==> config.mk <==
export PLATFORM = sky130hd
export DESIGN_NAME = pcm_serial_tx
export DESIGN_NICKNAME = d
export VERILOG_FILES = /design/src/rtl/pcm_serial_tx.sv
export SDC_FILE = /design/constraint.sdc
export NUM_CORES = 1
export LEC_CHECK = 0
export BUFFER_PORTS_ARGS = -buffer_cell sky130_fd_sc_hd__buf_2
export CORE_MARGIN = 3
export CORE_UTILIZATION = 30
export DETAILED_ROUTE_END_ITERATION = 8
export PLACE_DENSITY = 0.5
export SLEW_MARGIN = 30
export SYNTH_ARGS = -nofsm -noshare
export SYNTH_HDL_FRONTEND = slang
export SYNTH_SLANG_ARGS = --single-unit
==> constraint.sdc <==
create_clock -name clk -period 6.15 [get_ports clk]
set_input_delay 0.3075 -clock clk [delete_from_list [all_inputs] [get_ports clk]]
set_output_delay 0.3075 -clock clk [all_outputs]
set_load 0.05 [all_outputs]
==> src/rtl/pcm_serial_tx.sv <==
module pcm_serial_tx (
  input  logic        clk,
  input  logic        rst_n,
  input  logic [15:0] smp_l,
  input  logic [15:0] smp_r,
  input  logic        smp_vld,
  input  logic [1:0]  fmt_sel,
  output logic        bclk,
  output logic        lrck,
  output logic        sdata
);

  localparam int SW    = 16;
  localparam int ACCW  = 8;
  localparam int IDXW  = 6;

  logic [ACCW-1:0] acc;
  logic            bclk_q;
  logic [IDXW-1:0] idx;
  logic [1:0]      fmt_act;
  logic [SW-1:0]   hold_l, hold_r, frm_l, frm_r;
  logic [4:0]      top;

  wire             wide  = (fmt_act == 2'b11);
  wire [ACCW:0]    inc   = wide ? 9'd64 : 9'd48;
  wire [ACCW:0]    sum   = {1'b0, acc} + inc;
  wire             tick  = sum[ACCW];
  wire             fall  = tick & bclk_q;
  wire [IDXW-1:0]  last  = wide ? 6'd63 : 6'd47;
  wire [IDXW-1:0]  half  = wide ? 6'd32 : 6'd24;
  wire             wrap  = (idx >= last);
  wire             left  = (idx < half);
  wire [IDXW-1:0]  pos   = left ? idx : idx - half;
  wire [SW-1:0]    word  = left ? frm_l : frm_r;
  wire [6:0]       diff  = {2'b00, top} - {1'b0, pos};
  wire             in_wd = !diff[6] && (diff < 7'(SW));

  always_comb begin
    case (fmt_act)
      2'b00:   top = 5'd23;
      2'b01:   top = 5'd21;
      2'b10:   top = 5'd19;
      default: top = 5'd16;
    endcase
  end

  assign bclk  = bclk_q;
  assign lrck  = left;
  assign sdata = in_wd & word[diff[3:0]];

  always_ff @(posedge clk or negedge rst_n) begin
    if (!rst_n) begin
      acc     <= '0;
      bclk_q  <= 1'b1;
      idx     <= '1;
      fmt_act <= 2'b00;
      hold_l  <= '0;
      hold_r  <= '0;
      frm_l   <= '0;
      frm_r   <= '0;
    end else begin
      acc <= sum[ACCW-1:0];
      if (tick) bclk_q <= ~bclk_q;
      if (smp_vld) begin
        hold_l <= smp_l;
        hold_r <= smp_r;
      end
      if (fall) begin
        idx <= wrap ? '0 : idx + 6'd1;
        if (wrap) begin
          fmt_act <= fmt_sel;
          frm_l   <= smp_vld ? smp_l : hold_l;
          frm_r   <= smp_vld ? smp_r : hold_r;
        end
      end
    end
  end

  logic [3:0] gap_q;
  always_ff @(posedge clk or negedge rst_n) begin
    if (!rst_n)    gap_q <= '0;
    else if (tick) gap_q <= '0;
    else           gap_q <= gap_q + 4'd1;
  end

  AST_BCLK_GAP: assert property (@(posedge clk) disable iff (!rst_n)
    gap_q <= 4'd5);
  AST_IDX_BOUND: assert property (@(posedge clk) disable iff (!rst_n)
    $fell(bclk) |-> (idx <= last));
  AST_LRCK_ON_FALL: assert property (@(posedge clk) disable iff (!rst_n)
    !$stable(lrck) |-> $fell(bclk));
  AST_DATA_ON_FALL: assert property (@(posedge clk) disable iff (!rst_n)
    !$stable(sdata) |-> $fell(bclk));
  AST_FMT_AT_FRAME: assert property (@(posedge clk) disable iff (!rst_n)
    !$stable(fmt_act) |-> ($fell(bclk) && idx == '0));

endmodule

# Word-level counts from Yosys, hierarchy flattened
# Cells that the tools add are included.
[totals]
output_inout_bits = 3
n_memories = 0
romBits = 0
in_bits = 37
ramBits = 0
word_cells = 37
regBits = 81
latchBits = 0
[classes]
shift = 0
n_lt_le_gt_ge = 4
bitwise_logic = 3
reduce_logical = 4
eq_ne = 3
div = 0
addsub = 4
multipliers = 0
muxes = 11
[op_table]
columns = ["op", "count"]
rows = [
  ["$mux 16", 3],
  ["$mux 6", 3],
  ["$add 8x7->9", 1],
  ["$pmux 3 s3", 1],
  ["$lt 7x5->1 const B", 1],
  ["$mux 7", 1],
  ["$sub 5x6->7", 1],
  ["$add 6x1->6 const B", 1],
  ["$ge 6x6->1", 1],
  ["$lt 6x6->1", 1],
  ["$sub 6x6->6", 1],
  ["$lt 4x5->1 const B", 1],
  ["$mux 5", 1],
  ["$bmux 1 s4", 1],
  ["$eq 2x2->1 const B", 2],
  ["$and 1x1->1", 2],
  ["$eq 2x1->1 const B", 1],
  ["$logic_not 2->1", 1],
  ["$reduce_and 2->1", 1],
  ["$logic_and 1x1->1", 1],
  ["$logic_not 1->1", 1],
  ["$mux 1", 1],
  ["$not 1->1", 1],
]

# Longest topological paths before layout
# Gate-level depths: netlist of run 1.
[logic_depth]
depth_word = 8
mapped_depth = 11
depth_no_buf = 10

# Worst setup path after synthesis of run 1
# No wires, ideal clock.
[synth_timing]
path_kind = "reg-to-output"
from = "register fmt_act[1]"
to = "output port sdata"
path_stages_with_launch = 8
required_ps = 5843
arrival_ps = 3075
path_buffers = 0
path_slack_ps = 2767
path_cell_list = "dfrtp_1 nand2_4 ha_1 nor3b_4 a311oi_4 mux4_1 a221o_2 a211oi_2"
[synth_via]
elab_chain_len = 8
elab_cells_between_ends = 17
cone_classes = "add/sub (2); order compare (2); eq/ne (3); mux (6); bitwise (1); reduce/logical (3)"
[synth_rtl]
columns = ["element", "line_no", "source"]
rows = [
  ["start: declaration", "20", "logic [1:0] fmt_act;"],
  ["start signal: assignment", "71", "fmt_act <= fmt_sel;"],
  ["$eq 2x2->1", "24", "wire wide = (fmt_act == 2'b11);"],
  ["$mux 6", "30", "wire [IDXW-1:0] half = wide ? 6'd32 : 6'd24;"],
  ["$sub 6x6->6 or $lt 6x6->1 (tied branches)", "33, 32", ""],
  ["$mux 6", "33", "wire [IDXW-1:0] pos = left ? idx : idx - half;"],
  ["$sub 5x6->7", "35", "wire [6:0] diff = {2'b00, top} - {1'b0, pos};"],
  ["$lt 7x5->1 (tied with other cells)", "36", "wire in_wd = !diff[6] && (diff < 7'(SW));"],
  ["$logic_and 1x1->1 or $mux 1 (tied branches)", "36, 49", ""],
  ["$and 1x1->1 *", "49", "assign sdata = in_wd & word[diff[3:0]];"],
  ["end: declaration", "10", "output logic sdata"],
]
# Every way passes the cells marked *; elsewhere a longest branch is shown, timed or not. The select of a mux whose other input is x is not followed.

# Final worst setup path of run 1
# Same ends and word-level chain as after synthesis.

==> results of run 1 <==
==> cell type report <==
| type | instances | area (sq um) | area share |
|---|---|---|---|
| sequential | 77 | 1940 | 0.454 |
| clock inverter | 6 | 63.8 | 0.0150 |
| multi-input combinational | 164 | 1590 | 0.372 |
| tap | 143 | 179 | 0.0419 |
| timing repair buffer | 40 | 229 | 0.0537 |
| inverter | 11 | 43.8 | 0.0103 |
| clock buffer | 10 | 229 | 0.0537 |
==> sequential cells by signal, summed over array words and instances, names as in the netlist <==
register  flops
hold_r       16
fmt_act       2
frm_l        16
frm_r        16
bclk          1
idx           6
acc           4
hold_l       16
==> report_power, final <==
group	total [uW]	switching (uW)	internal [uW]
registers	532	4.38	528
clock network	522	208	314
logic	53.5	27.8	25.8
total	1110	240	867
==> metrics by stage <==
| step | cell area, sq um | cells | setup WS [ns] | util | total power (uW) |
|---|---|---|---|---|---|
| floorplan | 3620 | 263 | 2.77 | - | 567 |
| global placement | 3940 | 434 | 2.51 | 0.340 | 595 |
| detailed placement | 3980 | 435 | 2.42 | 0.342 | 597 |
| CTS | 4270 | 451 | 2.03 | 0.367 | 1130 |
| global route | 4270 | 451 | 1.91 | 0.367 | 1160 |
| finish | 4270 | 451 | 2.10 | 0.367 | 1110 |
==> routing by layer <==
metal,wire length (microns),vias up,global-route usage
li1,-,1024,-
met1,3240,1055,0.146
met2,3050,37,0.172
met3,381,9,0.0512
met4,76,0,0.0325
met5,0,-,0
==> cells in the mapped netlist, drive strengths merged (2+ instances only) <==
master,number,area (sq um)
a211o,2,18.8
a211oi,2,20.0
a21o,3,22.5
a21oi,7,35.0
a221oi,2,30.0
and2,2,13.8
buf,10,52.6
dfrtp,70,1750
dfstp,7,184
ha,9,113
inv,11,43.8
mux2,65,736
mux2i,11,110
mux4,3,78.8
nand2,12,52.6
nand2b,3,21.3
nand3,4,20.0
nor2,6,22.5
nor2b,2,15.0
o21ai,9,45.0
o31ai,2,15.0
xnor2,6,52.6
xor2,3,26.3
==> path summary, 6_finish.rpt <==
| check | start | to |
|---|---|---|
| worst min register to register | frm_l[10]$_DFFE_PN0P_ | frm_l[10]$_DFFE_PN0P_ |
| worst min-delay path | rst_n | hold_l[12]$_DFF_PN0_ |
| min in group clk | fmt_sel[1] | fmt_act[1]$_DFFE_PN0P_ |
| worst max register to register | fmt_act[1]$_DFFE_PN0P_ | frm_r[8]$_DFFE_PN0P_ |
| max in group asynchronous | rst_n | hold_l[0]$_DFF_PN0_ |
| worst max-delay path | fmt_act[1]$_DFFE_PN0P_ | sdata |
==> cells by family after synthesis <==
logic type | synth area share
mux | 0.256
flops | 0.535
compound gates | 0.0758
simple gates | 0.0471
buf+inv | 0.0277
fa+ha+maj | 0.0367
xor+xnor | 0.0218
==> critical path: stages (launching register included) <==
cell and delay, ns:
dfrtp_1 0.44, nand2_4 0.12, ha_1 0.37, nor3b_4 0.20, a311oi_4 0.75, mux4_1 0.64
a221o_2 0.35, a211oi_2 0.22, buf_2 0.30
==> cells in the final DEF, fill, tap and decap left out, types with 4 or more instances in the layout <==
cell type / count
nand3_1: 4
xnor2_1: 6
a21oi_1: 7
dfstp_2: 7
o21ai_0: 7
nand2_1: 11
dfrtp_1: 70
inv_1: 10
buf_2: 38
nor2_1: 5
mux2i_1: 11
ha_1: 9
mux2_2: 43
clkbuf_16: 9
mux2_1: 21
==> metrics.md, run 1 <==
| Metric | Value |
|---|---|
| Vias per cell | 4.71 |
| Fillers | between 1000 and 1500 |
| Cts bufs inserted | 9 |
| Initial core utilization | 0.311 |
| First-pass GRT wire length | 11500 microns |
| Worst Max-Slew Pin Slew | 0.847 ns |
| Pleak | 0.00208 uW |
| Drt first-iter violations | 73 |
| CTS tree | built |
| VDD IR-drop max | slightly above 0.0002 V |
| Final WL | 6740 microns |
| Worst path arrival time | 3.74 ns |
| Period minus WS final | 4.05 ns |
| First-pass iteration count of the detailed router | 4 |
| Power Dens Cells | ~260 nW/um^2 |
| Routability Congestion | 0.716 |
| Sequential area share after synthesis | 0.535 |
| CP Max Fanout | 16 |
| Failing checks | hold timing |
| Row cnt | 39 |
| Die width | 116 microns |
| Clk_skew | a little under 0.006 ns |
| Ant. Diodes | 0 |
| # resized after CTS | 0 |
| Clk root buf | clkbuf_16 |
| F_max | about 0.25 GHz |
| Core area | 11600 sq um |
| H-tree depth | 3 |
| Mean Syn Cell Area | 13.7 sq um |
| Final hold vios | 20 |
| Setup Fix Bufs, Post-CTS | 0 |
| PortBufs | 39 |
| Final worst path period share | 0.658 |
| Count of different cell masters after synthesis | 47 |
| Reg2Reg Depth | 9 |
| Synth Instances | 263 |
| Largest net degree at the start of global routing | 78 |
| Total GRT Usage | 0.113 |
| Slew Viols, Final | 0 |
| Status | finished, violations left |
| TNS Setup | 0 ns |
| I/O Pins | 40 |
| Vias in the first global route | 2232 |
| Die H | roughly 120 microns |
| Ratio of cells with drive above 1 in the final layout | 0.393 |
| Overflow after GRT | 0 |
| Clock tree sinks | 77 |
| Routed Antenna Nets | 0 |
| CTS Buffer Depth | 2 |
| Ys flop type | dfrtp_1 |
| Initial antenna violation count | 0 |
| Max Cap Viol | 0 |
| DRC | 0 |
| Max-Slew Margin vs Limit | 0.435 |
| RSZ-0062 raised after global routing | no |
| Vias | 2125 |
| Flop2flop setup slack | between 3 and 4 ns |
| Dpl hpwl | 4680 microns |
| Total die area | about 13000 sq um |
| Worst-path clk slew | about 0.060 ns |
| Worst hold-check path type | in2async |
| Hold buffer count at CTS | 0 |
| Hold slack | -0.0152 ns |
| Syn. warnings | 0 |
| Endpoint type of the worst setup path | output port |
| Mapped cell area | 3620 sq um |
| Required @ worst endpoint | around 6 ns |
| Critical path type | reg2out |
| Synth async-reset ratio | 1.00 |
| Worst skew pair latency | 0.34 ns |
| Syn-to-layout area delta | 18.0% |
| CP startpoint kind | register |
| Avg WL per Cell | 14.9 microns |
| Setup violators final | 0 |
| Synthesized Nets | 310 |
| Yosys reg bits | 77 |
| EDFF count, synth | 0 |
| Nets | 350 |
Note: power is estimated with default switching activity, not from simulation.
==> run 2: changes to the inputs <==
--- a/config.mk
+++ b/config.mk
@@ -5,11 +5,12 @@
 export SDC_FILE = /design/constraint.sdc
 export NUM_CORES = 1
 export LEC_CHECK = 0
+export ABC_AREA = 1
 export BUFFER_PORTS_ARGS = -buffer_cell sky130_fd_sc_hd__buf_2
 export CORE_MARGIN = 3
 export CORE_UTILIZATION = 30
 export DETAILED_ROUTE_END_ITERATION = 8
-export PLACE_DENSITY = 0.5
+export PLACE_DENSITY = 0.52
 export SLEW_MARGIN = 30
 export SYNTH_ARGS = -nofsm -noshare
 export SYNTH_HDL_FRONTEND = slang
==> constraint.sdc (replaced) <==
create_clock -name clk -period 3.4 [get_ports clk]
set_input_delay 0.17 -clock clk [delete_from_list [all_inputs] [get_ports clk]]
set_output_delay 0.17 -clock clk [all_outputs]
set_load 0.05 [all_outputs]
==> run 2 against run 1 <==
Against the previous run: the run now ends clean; cell count up 12%; core utilization up 0.43 points; combinational power up 89%; worst hold slack better by 0.092 ns; total power up 87%; non-clock buffer count up 3; die area up 1.9%; area after synthesis up 2.0%; clock power up 93%; via count up 14%; synthesized cell count up 21%; critical path type unchanged; largest cell class unchanged; highest routed layer unchanged.
==> metrics.md, run 2 <==
| Metric | Value |
|---|---|
| Status | completed |
| Yosys reg bits | 77 (unchanged) |
| Overflow after GRT | 0 (unchanged) |
| Hold depth | 3 |
| Most used cells in the layout excluding fill and tap cells | dfrtp_1 (70), mux2_2 (61), buf_2 (38) |
| Clk root buf | clkbuf_16 |
| Reg2Reg Depth | 8 (-1) |
| Critical R2R Launch | fmt_act[1]$_DFFE_PN0P_ |
| Syn-to-layout area delta | 18.0% (about the same) |
| Die width | 117 microns (+0.95%) |
| Commonest non-fill, non-tap cell in the layout | dfrtp_1 |
| Ys flop type | dfrtp_1 |
| Row cnt | 39 (unchanged) |
| Ant. Diodes | 0 (unchanged) |
| CTS tree | built |
| Global Route met1 Usage | 0.164 (+0.0176) |
| CP startpoint kind | register |
| CP Launch Point | fmt_act[1]$_DFFE_PN0P_ |
| Most frequent cell after synthesis | dfrtp_1 |
| DRC | 0 (unchanged) |
| Max-Slew Margin vs Limit | 0.519 (+0.0843) |
| Dpl hpwl | 5310 microns (+13%) |
| Count of different cell masters after synthesis | 39 (-17%) |
| VDD IR-drop max | 0.000194 V (-5.5%) |
| Mean Syn Cell Area | 11.6 sq um (-15%) |
| Worst skew pair latency | 0.32 ns (-0.02 ns) |
| First-pass iteration count of the detailed router | 4 (unchanged) |
| First-pass GRT wire length | 12400 microns (+7.9%) |
| Setup violators final | 0 (unchanged) |
| Required @ worst endpoint | 3.23 ns (-2.61 ns) |
| Worst hold-check path type | in2reg |
| Synthesized Nets | 364 (+17%) |
| Seq pwr share | 0.465 (-0.015) |
| Synth async-reset ratio | 1.00 (unchanged) |
| Vias per cell | 4.80 (+1.9%) |
| RSZ-0062 raised after global routing | no |
| Worst-path clk slew | 0.06 ns (about the same) |
| Endpoint type of the worst setup path | output port |
| Die H | 117 microns (+0.95%) |
| Critical path type | reg2out |
| Setup Fix Bufs, Post-CTS | 0 (unchanged) |
| Post-synth top area share | 0.475 (-0.00953) |
| Routability Congestion | 0.872 (+22%) |
| Drt first-iter violations | 149 (+100%) |
| Cts bufs inserted | 9 (unchanged) |
| Clock tree sinks | 77 (unchanged) |
| Final hold vios | 0 (-100%) |
| Core area | 11700 sq um (+0.84%) |
| GRT met2 Usage | 0.176 (+0.00335) |
| Worst Max-Slew Pin Slew | 0.721 ns (-0.126 ns) |
| Initial antenna violation count | 0 (unchanged) |
| Hold Startpoint | fmt_sel[1] |
| CP Max Fanout | 19 (+3) |
| F_max | 0.318 GHz |
| Max Cap Viol | 0 (unchanged) |
| Worst path arrival time | 2.98 ns (-0.76 ns) |
| Pleak | 0.00205 uW (-1.1%) |
| Initial core utilization | 0.315 (+0.00360) |
| Dominant cell type by area after synthesis | dfrtp_1 |
| Int Power | 1650 uW (+90%) |
| Largest net degree at the start of global routing | 78 (unchanged) |
| CTS Buffer Depth | 2 (unchanged) |
| Synth Instances | 317 (+21%) |
| Routed Antenna Nets | 0 (unchanged) |
| Met3 GRT Util | 0.0226 (-0.0286) |
| Switching share of power | 0.205 (-0.0124) |
| Clk_skew | 0.00556 ns (-0.000270 ns) |
| Combinational fraction of design power | 0.049 (about the same) |
| Mapped cell area | 3690 sq um (+2.0%) |
| Flop2flop setup slack | 0.89 ns (-2.41 ns) |
| Psw | 424 uW (+76%) |
| Avg WL per Cell | 14.5 microns (-3.3%) |
| Clock Power Share | 0.487 (+0.016) |
| Synth top area cells | dfrtp_1 (47%), mux2_2 (19%), dfstp_2 (5.0%) |
| Syn. warnings | 0 (unchanged) |
| Vias | 2430 (+14%) |
| Final WL | 7320 microns (+8.5%) |
| Post-synth top cells | dfrtp_1 (70), mux2_2 (61), nand2_1 (34) |
| Final worst path period share | 0.925 |
| EDFF count, synth | 0 (unchanged) |
| Ratio of cells with drive above 1 in the final layout | 0.383 (-0.00994) |
| Reg2reg end | frm_r[15]$_DFFE_PN0P_ |
| Post-layout util | 0.372 (+0.00431) |
| Vias in the first global route | 2444 (+9.5%) |
| I/O Pins | 40 (unchanged) |
| Nets | 405 (+16%) |
| Sequential area share after synthesis | 0.525 (-0.0105) |
| Busiest layer in global routing | met2 |
| Total die area | 13700 sq um (+1.9%) |
| Slew Viols, Final | 0 (unchanged) |
| Total GRT Usage | 0.115 (+0.00210) |
| PortBufs | 39 (unchanged) |
| H-tree depth | 3 (unchanged) |
| Period minus WS final | 3.15 ns |
| TNS Setup | 0 ns (unchanged) |
| Power Dens Cells | 476 nW/um^2 (+83%) |
| Worst Hold End | fmt_act[1]$_DFFE_PN0P_ |
==> run 2: through the flow <==
step	instances	setup slack [ns]	power [uW]	hold slack, ns	instance area [sq um]
final	506	0.255	2070	0.0763	4350
after detailed placement	489	0.477	1080	0.402	4020
after global placement	489	0.656	1080	0.391	4020
after floorplan	317	0.542	1030	-0.126	3690
after global routing	506	0.00614	2170	0.0747	4350
after CTS	505	0.107	2100	0.0528	4330
==> run 2: per-layer routing <==
layer / routed length (microns) / vias to the layer above
met1: 3640 / 1186
met2: 3320 / 43
met5: 0 / -
met4: 99 / 0
met3: 259 / 8
li1: - / 1193
==> run 2: final cells by class <==
| cell class | count | area, sq um |
|---|---|---|
| timing repair buffer | 43 | 246 |
| inverter | 24 | 91.3 |
| tap | 143 | 179 |
| clock buffer | 10 | 229 |
| fill | 1169 | 7360 |
| sequential | 77 | 1940 |
| multi-input combinational | 203 | 1590 |
| clock inverter | 6 | 86.3 |
==> run 2: worst max path at each step <==
| stage | to | cells past startpoint |
|---|---|---|
| after global routing | sdata | 12 |
| after detailed placement | sdata | 9 |
| after floorplan | sdata | 11 |
| after global placement | sdata | 9 |
| after CTS | sdata | 9 |
| final | sdata | 9 |
==> run 2: kinds of logic after synthesis <==
logic type,after synthesis,share of synthesized area
compound gates,23,0.0377
xor+xnor,6,0.0142
fa+ha+maj,10,0.0360
buf+inv,37,0.0471
flops,77,0.525
mux,64,0.198
simple gates,100,0.142
==> run 2: power by group through the flow <==
| stage | sequential (uW) | clock, uW | combinational, uW |
|---|---|---|---|
| floorplan | 977 | 0 | 52.9 |
| global placement | 978 | 0 | 101 |
| detailed placement | 979 | 0 | 103 |
| CTS | 963 | 1040 | 104 |
| global route | 966 | 1090 | 115 |
| finish | 962 | 1010 | 101 |
==> run 2: repair_timing <==
item                                    in CTS  in global routing
resized for setup                            0                  1
endpoints found under the hold margin        0                 70
endpoints found under the setup margin       0                  1
hold buffers                                 0                  1
==> run 2: critical path, stage by stage, from the launching register on <==
cell,delay [ns]
dfrtp_1,0.43
nand2_4,0.14
ha_1,0.36
nand3_2,0.29
nand3_4,0.26
o21ai_0,0.41
xor2_1,0.24
a21oi_1,0.07
nor2_1,0.15
buf_2,0.29
==> run 3: changes to the inputs <==
--- a/config.mk
+++ b/config.mk
@@ -8,9 +8,9 @@
 export ABC_AREA = 1
 export BUFFER_PORTS_ARGS = -buffer_cell sky130_fd_sc_hd__buf_2
 export CORE_MARGIN = 3
-export CORE_UTILIZATION = 30
+export CORE_UTILIZATION = 50
 export DETAILED_ROUTE_END_ITERATION = 8
-export PLACE_DENSITY = 0.52
+export PLACE_DENSITY = 0.76
 export SLEW_MARGIN = 30
 export SYNTH_ARGS = -nofsm -noshare
 export SYNTH_HDL_FRONTEND = slang
==> run 3 against run 2 <==
Against the previous run: wire length decreased by 1.9%; combinational power is essentially flat; non-clock buffer count grew 2; cell count shrank 9.1%; clock power shrank 26%; sequential share of layout area increased by 1.3 points; critical path type unchanged; worst hold slack got worse by 0.035 ns; maximum frequency increased by 1.2%; first-iteration DRC count rose by 59%.
==> metrics.md, run 3 (same netlist as run 2, synthesis figures left out) <==
| Metric | Value |
|---|---|
| Drt first-iter violations | 237 (+59%) |
| Ratio of cells with drive above 1 in the final layout | 0.385 (+0.00170) |
| Pleak | 0.00199 uW (-3.2%) |
| Reg2Reg Depth | 8 (unchanged) |
| DR WL met3 | 348 microns (+34%) |
| Max-Slew Margin vs Limit | 0.566 (+0.0469) |
| Worst hold-check path type | in2reg |
| Avg WL per Cell | 15.6 microns (+7.9%) |
| Worst Max-Slew Pin Slew | 0.651 ns (-0.0704 ns) |
| Slew Viols, Final | 0 (unchanged) |
| Initial antenna violation count | 0 (unchanged) |
| I/O Pins | 40 (unchanged) |
| Flop2flop setup slack | 0.91 ns (+0.02 ns) |
| Reg2reg end | frm_l[8]$_DFFE_PN0P_ |
| Vias | 2523 (+3.8%) |
| Critical path type | reg2out |
| Clk_skew | 0.0139 ns (+0.00835 ns) |
| Total die area | 8440 sq um (-38%) |
| Clock tree sinks | 77 (unchanged) |
| Met2 Routed Length | 3350 microns (+1.1%) |
| Fillers | 604 (-48%) |
| Endpoint type of the worst setup path | output port |
| CP Max Fanout | 16 (-3) |
| VDD IR-drop max | 0.000289 V (+49%) |
| Hold depth | 3 (unchanged) |
| Vias per cell | 5.48 (+14%) |
| Syn-to-layout area delta | 14.7% |
| Worst path arrival time | 2.94 ns (-0.04 ns) |
| PortBufs | 39 (unchanged) |
| First-pass iteration count of the detailed router | 4 (unchanged) |
| Final hold vios | 0 (unchanged) |
| Ant. Diodes | 0 (unchanged) |
| Routed Antenna Nets | 0 (unchanged) |
| CP endpoint | sdata |
| H-tree depth | 3 (unchanged) |
| Max Cap Viol | 0 (unchanged) |
| CTS tree | built |
| Required @ worst endpoint | 3.23 ns (about the same) |
| Design Power | 1810 uW (-13%) |
| Overflow after GRT | 0 (unchanged) |
| Setup violators final | 0 (unchanged) |
| TNS Setup | 0 ns (unchanged) |
| Worst-path clk slew | 0.08 ns (+0.02 ns) |
| Die width | 91.9 microns (-21%) |
| CTS Buffer Depth | 2 (unchanged) |
| Max Used Layer | met4 |
| Vias in the first global route | 2550 (+4.3%) |
| RSZ-0062 raised after global routing | no |
| Routability Congestion | 0.924 (+5.9%) |
| Met1 WL | 3210 microns (-12%) |
| Final WL | 7180 microns (-1.9%) |
| Nets | 407 (+0.49%) |
| Row cnt | 30 (-23%) |
| Most used cells in the layout excluding fill and tap cells | dfrtp_1 (70), mux2_2 (61), buf_2 (39) |
| Final worst path period share | 0.914 (-0.0113) |
| Worst skew pair latency | 0.36 ns (+0.04 ns) |
| CP Launch Point | fmt_act[0]$_DFFE_PN0P_ |
| DRC | 0 (unchanged) |
| Period minus WS final | 3.11 ns (-0.0386 ns) |
| Core area | 6980 sq um (-40%) |
| CP startpoint kind | register |
| Commonest non-fill, non-tap cell in the layout | dfrtp_1 |
| Status | completed |
| Clk root buf | clkbuf_8 |
| Cts bufs inserted | 9 (unchanged) |
| Dpl hpwl | 5130 microns (-3.4%) |
| Die H | 91.9 microns (-21%) |
| Largest net degree at the start of global routing | 33 (-58%) |
| Critical R2R Launch | fmt_act[0]$_DFFE_PN0P_ |
| Total GRT Usage | 0.185 (+0.0698) |
| Initial core utilization | 0.528 (+0.213) |
| Power Dens Cells | 428 nW/um^2 (-10%) |
| First-pass GRT wire length | 12100 microns (-2.2%) |
| F_max | 0.322 GHz (+1.2%) |
-- run 3: changes by cell type in the layout (fill, tap and decap cells not counted), sizes merged --
cell | previous run | this run
clkinv | 4 | 3
buf | 42 | 44
-- run 3: area by class of cell --
| cell class | instances | area [sq um] | area share |
|---|---|---|---|
| clock buffer | 10 | 128 | 0.0302 |
| clock inverter | 5 | 85.1 | 0.0201 |
| inverter | 24 | 91.3 | 0.0216 |
| multi-input combinational | 203 | 1600 | 0.379 |
| sequential | 77 | 1940 | 0.458 |
| tap | 96 | 120 | 0.0284 |
| timing repair buffer | 45 | 268 | 0.0633 |
-- run 3: critical path, cell delays in order, from the launching register on --
cell and delay [ns]:
dfrtp_1 0.45, nand2_4 0.15, ha_1 0.45, nand4_4 0.28, nand3_4 0.22, inv_1 0.12
nand2_1 0.07, o21ai_0 0.11, nand3_1 0.11, nand2_1 0.07, nor2_1 0.11, nand2_1 0.06
nor2_1 0.10, buf_2 0.28
-- run 3: worst min-delay path by stage --
stage / startpoint / end / slack [ns]
after floorplan: rst_n / acc[4]$_DFF_PN0_ / -0.13
after CTS: fmt_sel[1] / fmt_act[1]$_DFFE_PN0P_ / 0.03
final: fmt_sel[1] / fmt_act[1]$_DFFE_PN0P_ / 0.04
after global placement: rst_n / hold_l[8]$_DFF_PN0_ / 0.20
after detailed placement: rst_n / hold_l[8]$_DFF_PN0_ / 0.20
after global routing: smp_l[8] / hold_l[8]$_DFF_PN0_ / 0.04
-- run 3: power by group --
group	leakage, uW	internal, uW	switching, uW
clock network	0.000103	413	336
registers	0.000963	953	9.00
logic	0.000921	51.4	49.1
total	0.00199	1420	394
-- run 3: per-layer routing --
layer  vias to the layer above  track usage
met1                      1215        0.236
met4                         0        0.114
met3                        24       0.0410
met2                        94        0.287
met5                         -            0
li1                       1190            -
-- run 3: repair_timing --
item,4_1_cts,5_1_grt
hold buffers,1,0
endpoints found under the setup margin,0,1
hold endpoints to repair,25,0
setup buffers,0,2
resized for setup,0,4
-- run 3: per-stage QoR --
stage                     cells  utilization  setup slack, ns  instance area, sq um  hold slack, ns
final                       460        0.606            0.293                  4230          0.0418
after detailed placement    442        0.567            0.438                  3960           0.200
after global placement      442        0.567            0.648                  3960           0.197
after CTS                   458        0.599           0.0246                  4180          0.0259
after global routing        460        0.606           0.0498                  4230          0.0426
after floorplan             317            -            0.542                  3690          -0.126
